File: src/rtl/alu_pkg.sv
package alu_pkg;

  typedef enum logic [1:0] {
    FN_ADD = 2'd0,
    FN_MUL = 2'd1,
    FN_OR  = 2'd2,
    FN_AND = 2'd3
  } aluFn_e;

  // Strobes from control to datapath, one per pipeline step
  typedef struct packed {
    logic clearAll;   // synchronous reset of every datapath register
    logic captureEn;  // latch operands and function code
    logic computeEn;  // evaluate the selected function
    logic commitEn;   // move evaluated value to the result bus
  } aluCtrl_t;

endpackage

File: src/rtl/alu_ctrl.sv
module alu_ctrl
  import alu_pkg::*;
#(
  parameter int STAGES = 2  // edges between launch and result
) (
  input  logic     clk,
  input  logic     rst,
  input  logic     startPulse,
  output aluCtrl_t ctrl
);

  // Token shift register: bit k set means the launched op is k+1 edges old
  logic [STAGES-1:0] tokenQ;

  always_ff @(posedge clk) begin
    if (rst) tokenQ <= '0;
    else     tokenQ <= {tokenQ[STAGES-2:0], startPulse};
  end

  always_comb begin
    ctrl.clearAll  = rst;
    ctrl.captureEn = startPulse && !rst;
    ctrl.computeEn = tokenQ[0];
    ctrl.commitEn  = tokenQ[STAGES-1];
  end

endmodule

File: src/rtl/alu_datapath.sv
module alu_datapath
  import alu_pkg::*;
#(
  parameter int DATA_W = 8,
  localparam int RES_W = 2 * DATA_W,
  localparam int SUM_W = DATA_W + 1
) (
  input  logic              clk,
  input  aluCtrl_t          ctrl,
  input  logic [1:0]        opSel,
  input  logic [DATA_W-1:0] opA,
  input  logic [DATA_W-1:0] opB,
  output logic [RES_W-1:0]  resultOut
);

  logic [DATA_W-1:0] capA, capB;
  aluFn_e            capFn;
  logic [RES_W-1:0]  evalNext, evalQ, resultQ;
  logic [SUM_W-1:0]  sumVal;
  logic [RES_W-1:0]  prodVal;

  // Operand capture on the launch edge
  always_ff @(posedge clk) begin
    if (ctrl.clearAll) begin
      capA  <= '0;
      capB  <= '0;
      capFn <= FN_ADD;
    end else if (ctrl.captureEn) begin
      capA  <= opA;
      capB  <= opB;
      capFn <= aluFn_e'(opSel);
    end
  end

  assign sumVal  = SUM_W'(capA) + SUM_W'(capB);
  assign prodVal = RES_W'(capA) * RES_W'(capB);

  always_comb begin
    unique case (capFn)
      FN_ADD:  evalNext = RES_W'(sumVal);
      FN_MUL:  evalNext = prodVal;
      FN_OR:   evalNext = RES_W'(capA | capB);
      FN_AND:  evalNext = RES_W'(capA & capB);
      default: evalNext = '0;
    endcase
  end

  // Evaluation stage, then the held result register
  always_ff @(posedge clk) begin
    if (ctrl.clearAll) begin
      evalQ   <= '0;
      resultQ <= '0;
    end else begin
      if (ctrl.computeEn) evalQ   <= evalNext;
      if (ctrl.commitEn)  resultQ <= evalQ;
    end
  end

  assign resultOut = resultQ;

endmodule

File: src/rtl/strobe_alu.sv
module strobe_alu
  import alu_pkg::*;
#(
  parameter int DATA_W = 8,
  localparam int RES_W = 2 * DATA_W
) (
  input  logic              clk,
  input  logic              rst,
  input  logic              startPulse,
  input  logic [1:0]        opSel,
  input  logic [DATA_W-1:0] opA,
  input  logic [DATA_W-1:0] opB,
  output logic [RES_W-1:0]  resultOut
);

  aluCtrl_t ctrl;

  alu_ctrl #(.STAGES(2)) ctrl_i (
    .clk        (clk),
    .rst        (rst),
    .startPulse (startPulse),
    .ctrl       (ctrl)
  );

  alu_datapath #(.DATA_W(DATA_W)) dp_i (
    .clk       (clk),
    .ctrl      (ctrl),
    .opSel     (opSel),
    .opA       (opA),
    .opB       (opB),
    .resultOut (resultOut)
  );

endmodule

File: config.mk
export PLATFORM = sky130hd
export DESIGN_NAME = strobe_alu
export DESIGN_NICKNAME = d
export VERILOG_FILES = /design/src/rtl/alu_pkg.sv /design/src/rtl/alu_ctrl.sv /design/src/rtl/alu_datapath.sv /design/src/rtl/strobe_alu.sv
export SDC_FILE = /design/constraint.sdc
export NUM_CORES = 1
export LEC_CHECK = 0
export ABC_AREA = 1
export BUFFER_PORTS_ARGS = -buffer_cell sky130_fd_sc_hd__buf_2
export CAP_MARGIN = 20
export CORE_UTILIZATION = 45
export DETAILED_ROUTE_END_ITERATION = 10
export RECOVER_POWER = 100
export SLEW_MARGIN = 20
export SYNTH_ARGS = -nofsm -noshare
export SYNTH_HDL_FRONTEND = slang
export SYNTH_SLANG_ARGS = --single-unit
File: constraint.sdc
create_clock -name clk -period 5.7 [get_ports clk]
set_input_delay 0.57 -clock clk [delete_from_list [all_inputs] [get_ports clk]]
set_output_delay 0.57 -clock clk [all_outputs]
set_load 0.02 [all_outputs]
# --- Word-level counts from Yosys, hierarchy flattened ---
# Index checks and enable logic that the tools add are counted.
word_totals:
  reg_bits: 52
  in_bits: 21
  out_inout_bits: 16
  word_cells: 17
op_classes:
  add_sub_neg: 1
  n_mul: 1
  n_eq_ne: 3
  mux: 1
  bitwise_logic: 2
  reduce_logical: 3
op_table:
  columns: ["operator", "count"]
  rows:
  - ["case mux 16 bit (4 select lines)", 1]
  - ["multiplier 8 x 8 -> 16 bit", 1]
  - ["adder 8 x 8 -> 9 bit", 1]
  - ["bitwise AND 8 bit", 1]
  - ["bitwise OR 8 bit", 1]
  - ["== test 2 bit, second input constant", 2]
  - ["== test 2 x 1 -> 1 bit, second input constant", 1]
  - ["logical NOT 2 bit", 1]
  - ["logical AND 1 bit", 1]
  - ["logical NOT 1 bit", 1]

# --- Longest topological paths before layout ---
depth:
  ltp_word: 2
  depth_mapped: 21
  mapped_depth_nobuf: 20

# --- Cells and area by module ---
# A second synthesis with hierarchy kept.
unflattened:
  hier_cells: 684
  area_unflattened_um2: 4774.6
by_module_without_submodules:
  columns: ["module", "instances", "cells_per_inst", "area_each_um2", "seq_area_each_um2"]
  rows:
  - ["alu_datapath", 1, 676, 4708.3, 1001.0]
  - ["alu_ctrl", 1, 8, 66.3, 40.0]

# --- Least setup slack after synthesis ---
# No wires, ideal clock.
synth_path:
  path_kind: "reg-to-reg"
  from: "reg dp_i.capA[0]"
  to: "reg dp_i.evalQ[14]"
  setup_time_ps: 70
  arrival_ps: 3783
  required_ps: 5630
  path_slack_ps: 1846
  path_stages_with_launch: 20
  n_path_buf: 1
  synth_period_minus_slack_ps: 3854
  cell_sequence: "dfxtp_1 -> clkbuf_1 -> nand2_1 -> fa_1 -> fa_1 -> inv_1 -> fa_1 -> inv_1 -> fa_1 -> inv_1 -> ha_1 -> nand2_1 -> nand2_1 -> nand2_1 -> nand2_1 -> nand2_1 -> nand3_1 -> nand2_1 -> nand3_1 -> a21oi_1"
synth_via:
  elab_chain_cells: 2
synth_rtl:
  columns: ["element", "line_no", "source"]
  rows:
  - ["from (decl)", "alu_datapath.sv:16", "logic [DATA_W-1:0] capA, capB;"]
  - ["from (signal assigned)", "alu_datapath.sv:29", "capA <= opA;"]
  - ["multiplier 8 x 8 -> 16 bit", "alu_datapath.sv:36", "assign prodVal = RES_W'(capA) * RES_W'(capB);"]
  - ["case mux 16 bit (4 select lines)", "alu_datapath.sv:39", "unique case (capFn)"]
  - ["to (signal assigned)", "alu_datapath.sv:54", "if (ctrl.computeEn) evalQ <= evalNext;"]
  - ["to (decl)", "alu_datapath.sv:18", "logic [RES_W-1:0] evalNext, evalQ, resultQ;"]
# Every way passes these cells.
# A chain may end at the register's enable or synchronous reset.

# --- Worst setup path after layout ---
# Ends and elaborated chain as after synthesis.

==> flow_metrics.py <==
metrics = {
    "outcome": {
        "status": "complete, but fails checks",
        "violations": "max-capacitance violations, max-slew violations",
    },
    "grt": {
        "antenna_found_initial": 0,
        "grt_usage": 0.2299,
        "overflow": 0,
        "grt_max_degree": 38,
        "grt_pass1_vias": 4233,
        "grt_pass1_wl_um": 20200,
    },
    "drt": {
        "drtIter0Drc": 288,
        "ant_nets": 0,
        "viasPerCell": 4.952,
        "wire_per_inst_um": 14.08,
        "firstDrtPassIters": 5,
        "drc": 0,
        "top_layer": "met4",
        "drt_wl_total_um": 11660,
        "wl_met2_um": 5174,
        "wl_met3_um": 485,
        "m1WireLength_um": 5778,
        "vias": 4100,
    },
    "cts": {
        "post_cts_buffers": 0,
        "clk_latency_ps": 310,
        "clk_pin_slew_ps": 100,
        "cts_tree": "done",
        "cts_resized": 0,
        "cts.path.max_buffers": 2,
        "ctsRootBufferMaster": "clkbuf_8",
        "htree_levels": 2,
        "cts_buffers": 5,
        "ctsHoldBuffers": 0,
        "cts_sinks": 52,
    },
    "power_and_ir_drop": {
        "power_density_mw_per_mm2": 176.0,
        "vdd_drop_max_v": 0.0001133,
        "cellLeakagePower_nw": 2.955,
    },
    "synth": {
        "ys_top_cells_by_count": "inv_1, nand2_1, nor2_1",
        "synth.area.top_cells": "dfxtp_1, fa_1, ha_1, inv_1, nand2_1",
        "syn_nets": 786,
        "yosysTopAreaCellShare": 0.2191,
        "yosysSeqAreaShare": 0.2191,
        "synthCells": 676,
        "synth.largest_area_cell": "dfxtp_1",
        "synth.distinct_cells": 30,
        "synthFlopType": "dfxtp_1",
        "synth_edf_count": 0,
        "synth_area_mm2": 0.004751,
        "syn_area_per_cell_um2": 7.028,
        "async_flop_share": 0,
        "yosysMostFrequentCell": "inv_1",
        "synth_seq_cells": 52,
        "ys_warn_count": 0,
    },
    "timing": {
        "layout_worst_path_cycle_share": 0.7555,
        "fmax_mhz": 232.2,
        "totalNegativeSetupSlack_ps": 0,
        "rsz0062_at_grt": "false",
        "worst_clock_skew_ps": 7.232,
        "hold_violations": 0,
        "setup_viol": 0,
        "min_period_ps": 4306,
        "relSlewSlack": -0.01216,
        "slew_violations": 30,
        "tightest_slew_ps": 1518,
        "holdWs_ps": 477.0,
    },
    "final_layout": {
        "final_nets": 801,
        "drive_above_1_share": 0.05347,
        "diodes": 0,
        "fillers": 1093,
        "post-route-util": 0.4916,
        "area_growth_syn_to_layout_pct": 6.347,
    },
    "die": {
        "coreArea_mm2": 0.01028,
        "dieArea_mm2": 0.01097,
        "die_width_um": 104.8,
        "row_count": 37,
        "initial_core_util": 0.4623,
        "io_pins": 37,
        "die_height_um": 104.8,
    },
    "job": {
        "maxCapViolCount": 1,
    },
    "placement": {
        "routabilityCongestion": 0.8843,
        "dp_hpwl_um": 9323,
        "numPortBuffers": 36,
    },
    "worst_setup_path": {
        "endpoint_kind": "flop",
        "cp_data_required_time_ps": 5830,
        "worstSetupPathType": "reg -> reg",
        "worstPathMaxFanout": 9,
        "crit_path_start_kind": "flop",
        "cp.arrival_ps": 4430,
    },
    "worst_hold_path": {
        "hold_class": "reg -> reg",
    },
}
-- sequential cells by signal (all words and copies together), names as in the netlist --
register,flops
dp_i.evalQ,16
dp_i.resultOut,16
dp_i.capA,8
dp_i.capB,8
ctrl_i.tokenQ,2
dp_i.capFn,2
-- power by group --
part	switching [mW]	internal (mW)	leakage (nW)	total, mW
logic	0.160	0.0937	2.49	0.254
clock network	0.129	0.0878	0.0414	0.217
registers	0.0348	0.384	0.428	0.418
total	0.324	0.565	2.96	0.889
-- metrics by stage --
step           area (µm²)  cells  setup slack, ps  power, mW
2_1_floorplan        4751    676             1846     0.6057
3_3_place_gp         4994    820             1447     0.6774
3_5_place_dp         4994    820             1419     0.6812
4_1_cts              5082    828             1386     0.8963
5_1_grt              5052    828             1054     0.9524
6_report             5052    828             1394     0.8892
-- final timing paths --
kind / from / endpoint / slack (ps) / cells after the start
worst max register to register: dp_i.capA[0] / dp_i.evalQ[14] / 1390 / 16
worst min-delay path: dp_i.evalQ[12] / dp_i.evalQ[12] / 480 / 2
worst max-delay path: dp_i.capA[0] / dp_i.evalQ[14] / 1390 / 16
worst min register to register: dp_i.evalQ[12] / dp_i.evalQ[12] / 480 / 2
-- kinds of logic after synthesis --
| logic type | after synthesis | synth area share |
|---|---|---|
| AOI/OAI and AO/OA | 85 | 0.1064 |
| xor gates and xnor gates | 4 | 0.007373 |
| adders and majority gates | 89 | 0.2929 |
| buffers and inverters | 188 | 0.1491 |
| DFF | 52 | 0.2191 |
| and+or+nand+nor | 258 | 0.2252 |
-- routing by layer --
metal,GRT usage,up-vias
li1,-,2081
met3,0.03182,19
met2,0.3789,94
met4,0.06237,0
met5,0,-
met1,0.3151,1906
-- worst max-delay path: stages (launching register included) --
cell,delay (ps)
dfxtp_1,590
nand2_1,140
fa_1,520
fa_1,570
inv_1,70
fa_1,530
inv_1,60
fa_1,540
inv_1,50
ha_1,350
nand2_1,120
nor2_1,170
nand3_1,120
nand3_1,90
nand2_1,50
nand3_1,80
a21oi_1,70
-- placed cells by master, fill, tap and decap left out, types with 2 or more instances in the layout --
cell type	n
nor2_4	2
inv_1	156
fa_1	37
inv_2	4
a21oi_1	26
xor2_1	4
o21ai_0	29
clkbuf_1	18
nand4_1	6
a211oi_1	20
nand3_1	28
dfxtp_1	52
o22ai_1	3
nor2_1	69
ha_1	52
nand3b_1	4
nand2_2	4
buf_2	19
clkbuf_8	5
nand2_1	142
a31oi_1	3
-- cell type report --
type	instances	area (µm²)	area share
Multi-Input combinational cell	436	2993	0.5924
Inverter	160	600.6	0.1189
Clock inverter	2	16.27	0.003219
Timing Repair Buffer	36	158.9	0.03145
Tap cell	136	170.2	0.03368
Clock buffer	6	72.57	0.01436
Sequential cell	52	1041	0.2060
(Power assumes the default switching activity.)
